### src/rtl/dto_pkg.sv
package dto_pkg;

  localparam int unsigned CODE_W = 3;

  // Left shift chosen by each scale code; the spacing is deliberately uneven.
  function automatic logic [4:0] shift_of(input logic [CODE_W-1:0] code);
    logic [4:0] s;
    case (code)
      3'd0:    s = 5'd0;
      3'd1:    s = 5'd4;
      3'd2:    s = 5'd7;
      3'd3:    s = 5'd8;
      3'd4:    s = 5'd10;
      3'd5:    s = 5'd12;
      3'd6:    s = 5'd16;
      default: s = 5'd20;
    endcase
    return s;
  endfunction

  localparam int unsigned MAX_SHIFT = 20;

  typedef enum logic [1:0] {
    CNT_HOLD = 2'd0,
    CNT_ZERO = 2'd1,
    CNT_INC  = 2'd2
  } cnt_act_e;

endpackage

### src/rtl/dto_limit.sv
module dto_limit
  import dto_pkg::*;
#(
  parameter int unsigned CYC_W = 4,
  parameter int unsigned CNT_W = CYC_W + MAX_SHIFT,
  localparam int unsigned CFG_W = CYC_W + CODE_W
) (
  input  logic             clk,
  input  logic             rst_n,
  input  logic             load,
  input  logic [CFG_W-1:0] cfg,
  output logic [CNT_W-1:0] limit
);

  logic [CYC_W-1:0]  cyc_field;
  logic [CODE_W-1:0] code_field;
  logic [4:0]        shamt;
  logic [CNT_W-1:0]  limit_d;
  logic [CNT_W-1:0]  limit_q;

  assign cyc_field  = cfg[CYC_W-1:0];
  assign code_field = cfg[CFG_W-1:CYC_W];
  assign shamt      = shift_of(code_field);

  always_comb begin
    limit_d = limit_q;
    if (load) begin
      limit_d = CNT_W'(cyc_field) << shamt;
    end
  end

  always_ff @(posedge clk or negedge rst_n) begin
    if (!rst_n) begin
      limit_q <= '0;
    end else begin
      limit_q <= limit_d;
    end
  end

  assign limit = limit_q;

endmodule

### src/rtl/dto_count.sv
module dto_count
  import dto_pkg::*;
#(
  parameter int unsigned CNT_W = 24
) (
  input  logic             clk,
  input  logic             rst_n,
  input  cnt_act_e         act,
  input  logic [CNT_W-1:0] limit,
  output logic             hit
);

  logic [CNT_W-1:0] count_q;
  logic [CNT_W-1:0] count_d;
  logic [CNT_W:0]   count_inc;

  assign count_inc = {1'b0, count_q} + {{CNT_W{1'b0}}, 1'b1};

  // Limit reached on this tick (a zero limit matches the first tick).
  assign hit = (act == CNT_INC) && (count_inc >= {1'b0, limit});

  always_comb begin
    count_d = count_q;
    case (act)
      CNT_ZERO: count_d = '0;
      CNT_INC:  count_d = hit ? '0 : count_inc[CNT_W-1:0];
      default:  count_d = count_q;
    endcase
  end

  always_ff @(posedge clk or negedge rst_n) begin
    if (!rst_n) begin
      count_q <= '0;
    end else begin
      count_q <= count_d;
    end
  end

endmodule

### src/rtl/dto_ctrl.sv
module dto_ctrl
  import dto_pkg::*;
(
  input  logic     clk,
  input  logic     rst_n,
  input  logic     tick_en,
  input  logic     arm,
  input  logic     activity,
  input  logic     halt,
  input  logic     hit,
  output cnt_act_e act,
  output logic     busy,
  output logic     err
);

  logic busy_q, busy_d;
  logic err_q, err_d;

  // Counter action: start > halt > activity > tick.
  always_comb begin
    act = CNT_HOLD;
    if (arm) begin
      act = CNT_ZERO;
    end else if (busy_q) begin
      if (halt || activity) begin
        act = CNT_ZERO;
      end else if (tick_en) begin
        act = CNT_INC;
      end
    end
  end

  always_comb begin
    busy_d = busy_q;
    err_d  = err_q;
    if (arm) begin
      busy_d = 1'b1;
      err_d  = 1'b0;
    end else if (busy_q) begin
      if (halt) begin
        busy_d = 1'b0;
      end else if (hit) begin
        busy_d = 1'b0;
        err_d  = 1'b1;
      end
    end
  end

  always_ff @(posedge clk or negedge rst_n) begin
    if (!rst_n) begin
      busy_q <= 1'b0;
      err_q  <= 1'b0;
    end else begin
      busy_q <= busy_d;
      err_q  <= err_d;
    end
  end

  assign busy = busy_q;
  assign err  = err_q;

endmodule

### src/rtl/dto_watch.sv
module dto_watch
  import dto_pkg::*;
#(
  parameter int unsigned CYC_W = 4,
  localparam int unsigned CFG_W = CYC_W + CODE_W,
  localparam int unsigned CNT_W = CYC_W + MAX_SHIFT
) (
  input  logic             clk,
  input  logic             rst_n,
  input  logic             tick_en,
  input  logic             arm,
  input  logic             activity,
  input  logic             halt,
  input  logic [CFG_W-1:0] tmo_cfg,
  output logic             tmo_err,
  output logic             busy
);

  logic [CNT_W-1:0] limit;
  logic             hit;
  cnt_act_e         act;

  dto_limit #(.CYC_W(CYC_W), .CNT_W(CNT_W)) u_limit (
    .clk   (clk),
    .rst_n (rst_n),
    .load  (arm),
    .cfg   (tmo_cfg),
    .limit (limit)
  );

  dto_count #(.CNT_W(CNT_W)) u_count (
    .clk   (clk),
    .rst_n (rst_n),
    .act   (act),
    .limit (limit),
    .hit   (hit)
  );

  dto_ctrl u_ctrl (
    .clk      (clk),
    .rst_n    (rst_n),
    .tick_en  (tick_en),
    .arm      (arm),
    .activity (activity),
    .halt     (halt),
    .hit      (hit),
    .act      (act),
    .busy     (busy),
    .err      (tmo_err)
  );

endmodule

### config.mk
export PLATFORM = sky130hd
export DESIGN_NAME = dto_watch
export DESIGN_NICKNAME = d
export VERILOG_FILES = /design/src/rtl/dto_pkg.sv /design/src/rtl/dto_limit.sv /design/src/rtl/dto_count.sv /design/src/rtl/dto_ctrl.sv /design/src/rtl/dto_watch.sv
export SDC_FILE = /design/constraint.sdc
export NUM_CORES = 1
export LEC_CHECK = 0
export BUFFER_PORTS_ARGS = -buffer_cell sky130_fd_sc_hd__buf_2
export CAP_MARGIN = 20
export CORE_ASPECT_RATIO = 1.4
export CORE_MARGIN = 8
export CORE_UTILIZATION = 58
export CTS_CLUSTER_DIAMETER = 80
export DETAILED_ROUTE_END_ITERATION = 7
export PLACE_DENSITY = 0.76
export SYNTH_ARGS = -nofsm -noshare
export SYNTH_HDL_FRONTEND = slang
export SYNTH_SLANG_ARGS = --single-unit
### constraint.sdc
create_clock -name clk -period 5.5 [get_ports clk]
set_input_delay 1.1 -clock clk [delete_from_list [all_inputs] [get_ports clk]]
set_output_delay 1.1 -clock clk [all_outputs]
set_load 0.005 [all_outputs]
==> results of run 1 <==
==> cells in the mapped netlist, types with 4 or more instances <==
cell type | count | area share (%)
o21ai_0 | 38 | 5.8
nor2b_1 | 9 | 1.7
clkbuf_1 | 12 | 1.4
nor2_1 | 16 | 1.8
nor3_1 | 4 | 0.61
a41o_1 | 6 | 1.8
nand2_1 | 34 | 3.9
and2_1 | 8 | 1.5
nand4_1 | 18 | 3.4
a31oi_1 | 4 | 0.76
dfrtp_1 | 50 | 38
ha_1 | 26 | 9.9
inv_1 | 31 | 3.5
nand3_1 | 30 | 4.6
xor2_1 | 6 | 1.6
xnor2_1 | 14 | 3.7
o211ai_1 | 4 | 0.91
a21oi_1 | 7 | 1.1
==> power breakdown <==
part	leakage [nW]	switching (mW)	internal, mW
clock network	0.0524	0.126	0.136
logic	0.828	0.0638	0.0292
registers	0.687	0.00288	0.376
==> flip-flops by register name (all words and copies together) (netlist names) <==
name and count:
u_count.count_q 24, u_ctrl.busy 1, u_ctrl.err 1, u_limit.limit 24
==> per-stage QoR <==
| stage | cells | setup slack [ns] |
|---|---|---|
| global route | 446 | 1.41 |
| detailed placement | 437 | 1.66 |
| finish | 446 | 1.71 |
| CTS | 445 | 1.71 |
| floorplan | 372 | 2.40 |
| global placement | 437 | 1.72 |
==> cell type report <==
cell class	count	area, µm²
multi-input cells	273	1850
clock buffers	7	76.3
fillers	459	1980
clock inverters	1	30.0
flip-flops and latches	50	1250
repair buffers	15	90.1
well taps	68	85.1
inverters	32	120
==> metal layers <==
layer  track usage (%)  up-vias  share of wire, %
met1              21.3     1300                43
li1                  -     1337                 -
met3              3.52       25               4.3
met4              11.3        0               4.3
met5                 0        -                 0
met2              28.3       70                48
==> cells in the final DEF, fill, tap and decap left out, drive strengths merged, types with 4 or more instances in the layout <==
cell	count
dfrtp	50
o21ai	38
nand2	36
nand3	33
inv	31
ha	26
nor2	19
nand4	18
xnor2	15
buf	15
nor2b	9
and2	9
a21oi	7
clkbuf	7
xor2	6
a41o	6
nor3	6
o211ai	5
a31oi	4
==> how the worst min path moves through the flow <==
stage                        start                  end  slack (ns)  cells past startpoint
2_1_floorplan    u_limit.limit[20]    u_limit.limit[20]        0.49                      2
5_1_grt        u_count.count_q[14]  u_count.count_q[14]        0.56                      2
3_5_place_dp   u_count.count_q[14]  u_count.count_q[14]        0.52                      2
4_1_cts        u_count.count_q[14]  u_count.count_q[14]        0.54                      2
6_report         u_limit.limit[20]    u_limit.limit[20]        0.54                      2
3_3_place_gp   u_count.count_q[14]  u_count.count_q[14]        0.52                      2
==> cells by family (layout without fill, tap and decap cells) <==
family	count (synthesis)	count (layout)	synth area share, %
AOI/OAI and AO/OA	85	85	17.4
xor gates and xnor gates	21	21	5.81
adders and majority gates	26	26	9.87
buffers and inverters	49	55	5.73
DFF	50	50	38.0
muxes	3	3	0.912
and+or+nand+nor	138	138	22.3
==> critical path, delay by kind of cell (launching register included) <==
family	cells	cell delay, ns
AO/OA/AOI/OAI	4	1.28
XOR/XNOR	1	0.24
adder cells (fa/ha/maj)	2	0.58
flip-flops	1	0.46
AND/OR/NAND/NOR	6	1.14
==> results_dict.tcl, run 1 <==
set metrics [dict create \
    outcome "complete, no violations" \
    cts-buffers-inserted 5 \
    setup_viol 0 \
    drive_above_1_share_pct 10.3 \
    firstDrtPassIters 4 \
    r2r-end "u_count.count_q[6]" \
    cap_viol_max_count 0 \
    synth_flop_cell "dfrtp_1" \
    dieWidth_um 79.7 \
    ant_nets 0 \
    cp-end-kind "flip-flop" \
    die_area_mm2 0.00838 \
    via_count 2732 \
    grt_pass1_wl_um 12100 \
    vdd_ir_drop_max_mv 0.103 \
    max_freq_mhz 264 \
    wire_per_inst_um 16.3 \
    hp-class "flip-flop to flip-flop" \
    power_leakage_nw 1.57 \
    crit_type "flip-flop to flip-flop" \
    finalSetupTns_ns 0 \
    wl_um 7290 \
    synth_seq_cells 50 \
    io_buffers 14 \
    post_cts_buffers 0 \
    slowest_stage "o2111a_1" \
    insertion_delay_ns 0.31 \
    grt_overflow_total 0 \
    endpoint "u_count.count_q[6]" \
    async_reset_ff_share_pct 100 \
    synth_seq_area_share_pct 38.0 \
    grt_use_total_pct 17.9 \
    cp.arrival_ns 4.02 \
    grt_antenna_before_repair 0 \
    total_power_mw 0.734 \
    yosysWarnings 0 \
    syn_to_final_growth_pct 6.46 \
    reg2reg_depth 13 \
    place_congestion 0.843 \
    maxSlewViolCount 0 \
    syn-num-nets 411 \
    start_util_pct 60.1 \
    grt_setup_unrepaired "false" \
    reg2reg_setup_slack_ns 1.71 \
    core-area_mm2 0.00549 \
    critPathLaunchType "flip-flop" \
    cts.clk_slew.worst_paths_ns 0.09 \
    fp-row-count 32 \
    viasPerCell 6.13 \
    fin_hold_ws_ns 0.543 \
    path_cells "ha_1 -> nand4_1 -> nor2_2 -> nand3_2 -> nor2_1 -> xor2_1 -> ha_1 -> a21oi_1 -> nor2_1 -> o41ai_2 -> o2111a_1 -> nand2_2 -> o21ai_0" \
    dp_hpwl_um 5480 \
    ctsResizeCount 0 \
    worst_pin_slew_ns 0.772 \
    nNetsFinal 416 \
    post-route-period-util_pct 68.8 \
    diodes 0 \
    relSlewSlack_pct 48.5 \
    finalHoldViolations 0 \
    final_area_mm2 0.00351 \
    placed_area_mm2 0.00338 \
    postCtsHoldBufs 0 \
    syn_area_per_cell_um2 8.86 \
    slowest_delay_ns 0.50 \
    grt_pass1_vias 2611 \
    fin_util_pct 63.9 \
    drc 0 \
    fin_worst_skew_ns 0.00585 \
    drt_iter0_markers 179 \
    die_y_um 105 \
    yosysUniqueCellTypes 55 \
    layout_min_cycle_time_ns 3.79 \
    cp_max_fo 9 \
    clock-sinks 50 \
    p_per_area_mw_per_mm2 209 \
    r2r_start "u_count.count_q[0]" \
    clockBufferDepth 2 \
    ios 15 \
    worstPathRequired_ns 5.73 \
    htreeDepth 2 \
    cts_tree "yes" \
    grt_max_degree 51 \
    synth_edf_count 0 \
    cts_root_buffer "clkbuf_8" \
    synth_cells 372 \
    synthesis.area_mm2 0.00329 \
    crit_path_start "u_count.count_q[0]" \
]
(Power assumes the default switching activity.)
==> run 2, diff against run 1 <==
==> constraint.sdc (replaced) <==
create_clock -name clk -period 3.8 [get_ports clk]
set_input_delay 0.76 -clock clk [delete_from_list [all_inputs] [get_ports clk]]
set_output_delay 0.76 -clock clk [all_outputs]
set_load 0.005 [all_outputs]
==> run 2 against run 1 <==
  * The flow now finishes with violations (negative setup slack)
  * Non-clock buffer count rose by 9
  * Die area did not move
  * Power rose by 38%
  * Hold slack got worse by 0.22 ns
  * Largest cell class unchanged
  * Highest routed layer unchanged
==> results_dict.tcl, run 2 (synthesis results as in run 1) <==
set metrics [dict create \
    cp-end-kind "flip-flop" \
    die_y_um 105 \
    cap_viol_max_count 0 \
    crit_buf_inv 0 \
    vdd_ir_drop_max_mv 0.223 \
    final.setup.worst_slack_ns -0.0838 \
    path_cells "ha_2 -> nand4_1 -> nor2_4 -> nand3_2 -> nor2_1 -> xor2_1 -> ha_1 -> a21oi_1 -> nor2_1 -> o41ai_4 -> o2111ai_2 -> o31ai_1 -> a22o_1" \
    grt_antenna_before_repair 0 \
    fin_cells 456 \
    finalHoldViolations 0 \
    internal_power_mw 0.718 \
    grt_pass1_wl_um 12700 \
    core-area_mm2 0.00549 \
    cts_tree "yes" \
    clockBufferDepth 2 \
    drive_above_1_share_pct 13.4 \
    viasPerCell 6.25 \
    wl_um 8280 \
    cp_max_fo 7 \
    p_sw_mw 0.292 \
    maxSlewViolCount 0 \
    wire_per_inst_um 18.2 \
    critPathLaunchType "flip-flop" \
    ant_nets 0 \
    nNetsFinal 426 \
    fin_util_pct 65.6 \
    start_util_pct 60.1 \
    grt_use_total_pct 18.7 \
    fp-row-count 32 \
    max_freq_mhz 257 \
    pre_cts_ws_ns 0.0196 \
    cts-buffers-inserted 5 \
    total_power_mw 1.01 \
    worstPathRequired_ns 4.05 \
    slowest_stage "dfrtp_1" \
    grt_max_degree 51 \
    htreeDepth 2 \
    grt_pass1_vias 2684 \
    layout_min_cycle_time_ns 3.88 \
    p_seq_share_pct 54.2 \
    final_cell_mix "50 x dfrtp_1, 38 x o21ai_0, 34 x nand2_1" \
    fin_worst_skew_ns 0.00693 \
    drt_iter0_markers 173 \
    power_leakage_nw 1.61 \
    die_area_mm2 0.00838 \
    io_buffers 14 \
    grt_overflow_total 0 \
    cp.arrival_ns 4.14 \
    final_common_cell "dfrtp_1" \
    dieWidth_um 79.7 \
    p_per_area_mw_per_mm2 281 \
    insertion_delay_ns 0.31 \
    swShare_pct 28.9 \
    hp-class "input pin to async pin" \
    drc 0 \
    combPwrFrac_pct 14.3 \
    postCtsHoldBufs 0 \
    slowest_delay_ns 0.45 \
    relSlewSlack_pct 61.7 \
    place_congestion 0.941 \
    final_area_mm2 0.00360 \
    dp.cells 439 \
    setup_viol 1 \
    outcome "finished, violations left" \
    cts.clk_slew.worst_paths_ns 0.10 \
    wl_met2_um 4240 \
    fin_hold_ws_ns 0.325 \
    cts_root_buffer "clkbuf_8" \
    dp_hpwl_um 5830 \
    cpMostUsedCell "nor2_1" \
    drt-met1-wl_um 3330 \
    cpLargestDelayFamily "compound AO/OA/AOI/OAI gates" \
    p_clk_share_pct 31.5 \
    ios 15 \
    reg2reg_setup_slack_ns -0.08 \
    wl_met3_um 492 \
    diodes 0 \
    worst_pin_slew_ns 0.572 \
    violations "negative setup slack" \
    placed_area_mm2 0.00340 \
    syn_to_final_growth_pct 9.30 \
    firstDrtPassIters 5 \
    post-route-period-util_pct 102 \
    finalSetupTns_ns -0.0838 \
    via_count 2849 \
    highest_layer "met4" \
    clock-sinks 50 \
    crit_type "flip-flop to flip-flop" \
]
==> run 2: changes by cell type in the layout (fill, tap and decap cells not counted), moves of 2 or more <==
cell | before | now
clkbuf_1 | 2 | 0
nor2_4 | 0 | 2
buf_4 | 0 | 9
nor2_2 | 3 | 1
==> run 2: per-layer routing <==
| metal | up-vias | global-route usage [%] |
|---|---|---|
| li1 | 1360 | - |
| met1 | 1352 | 22.3 |
| met2 | 111 | 32.8 |
| met3 | 26 | 3.34 |
| met4 | 0 | 5.32 |
| met5 | - | 0 |
==> run 2: final timing paths <==
kind,depth (start not counted),startpoint,end
setup / recovery,13,u_count.count_q[0],u_count.count_q[2]
hold / removal,1,rst_n,u_limit.limit[17]
setup reg to reg,13,u_count.count_q[0],u_count.count_q[2]
hold reg to reg,2,u_count.count_q[11],u_count.count_q[11]
max in group asynchronous,2,rst_n,u_count.count_q[3]
min in group clk,2,u_count.count_q[11],u_count.count_q[11]
==> run 2: layout make-up <==
class / instances / area [µm²]
multi-input combinational: 274 / 1900
fill: 466 / 1880
sequential: 50 / 1250
timing repair buffer: 24 / 158
inverter: 32 / 120
tap: 68 / 85.1
clock buffer: 5 / 68.8
clock inverter: 3 / 21.3
==> run 2: repair_timing <==
item | 4_1_cts | 5_1_grt
resized for setup | 0 | 6
setup buffers | 0 | 7
setup endpoints to repair | 0 | 26
==> run 2: power groups by stage <==
stage                     Clock, mW  Combinational, mW  Sequential [mW]
after floorplan                   0             0.0882            0.558
after global placement            0              0.132            0.558
after detailed placement          0              0.135            0.559
after CTS                     0.326              0.135            0.548
after global routing          0.349              0.159            0.550
final                         0.318              0.144            0.548
==> run 2: worst reg2reg max path: stages (launching register included) <==
cell and delay (ns):
dfrtp_1 0.45, ha_2 0.29, nand4_1 0.26, nor2_4 0.27, nand3_2 0.23, nor2_1 0.18, xor2_1 0.23, ha_1 0.29
a21oi_1 0.20, nor2_1 0.11, o41ai_4 0.42, o2111ai_2 0.29, o31ai_1 0.42, a22o_1 0.20
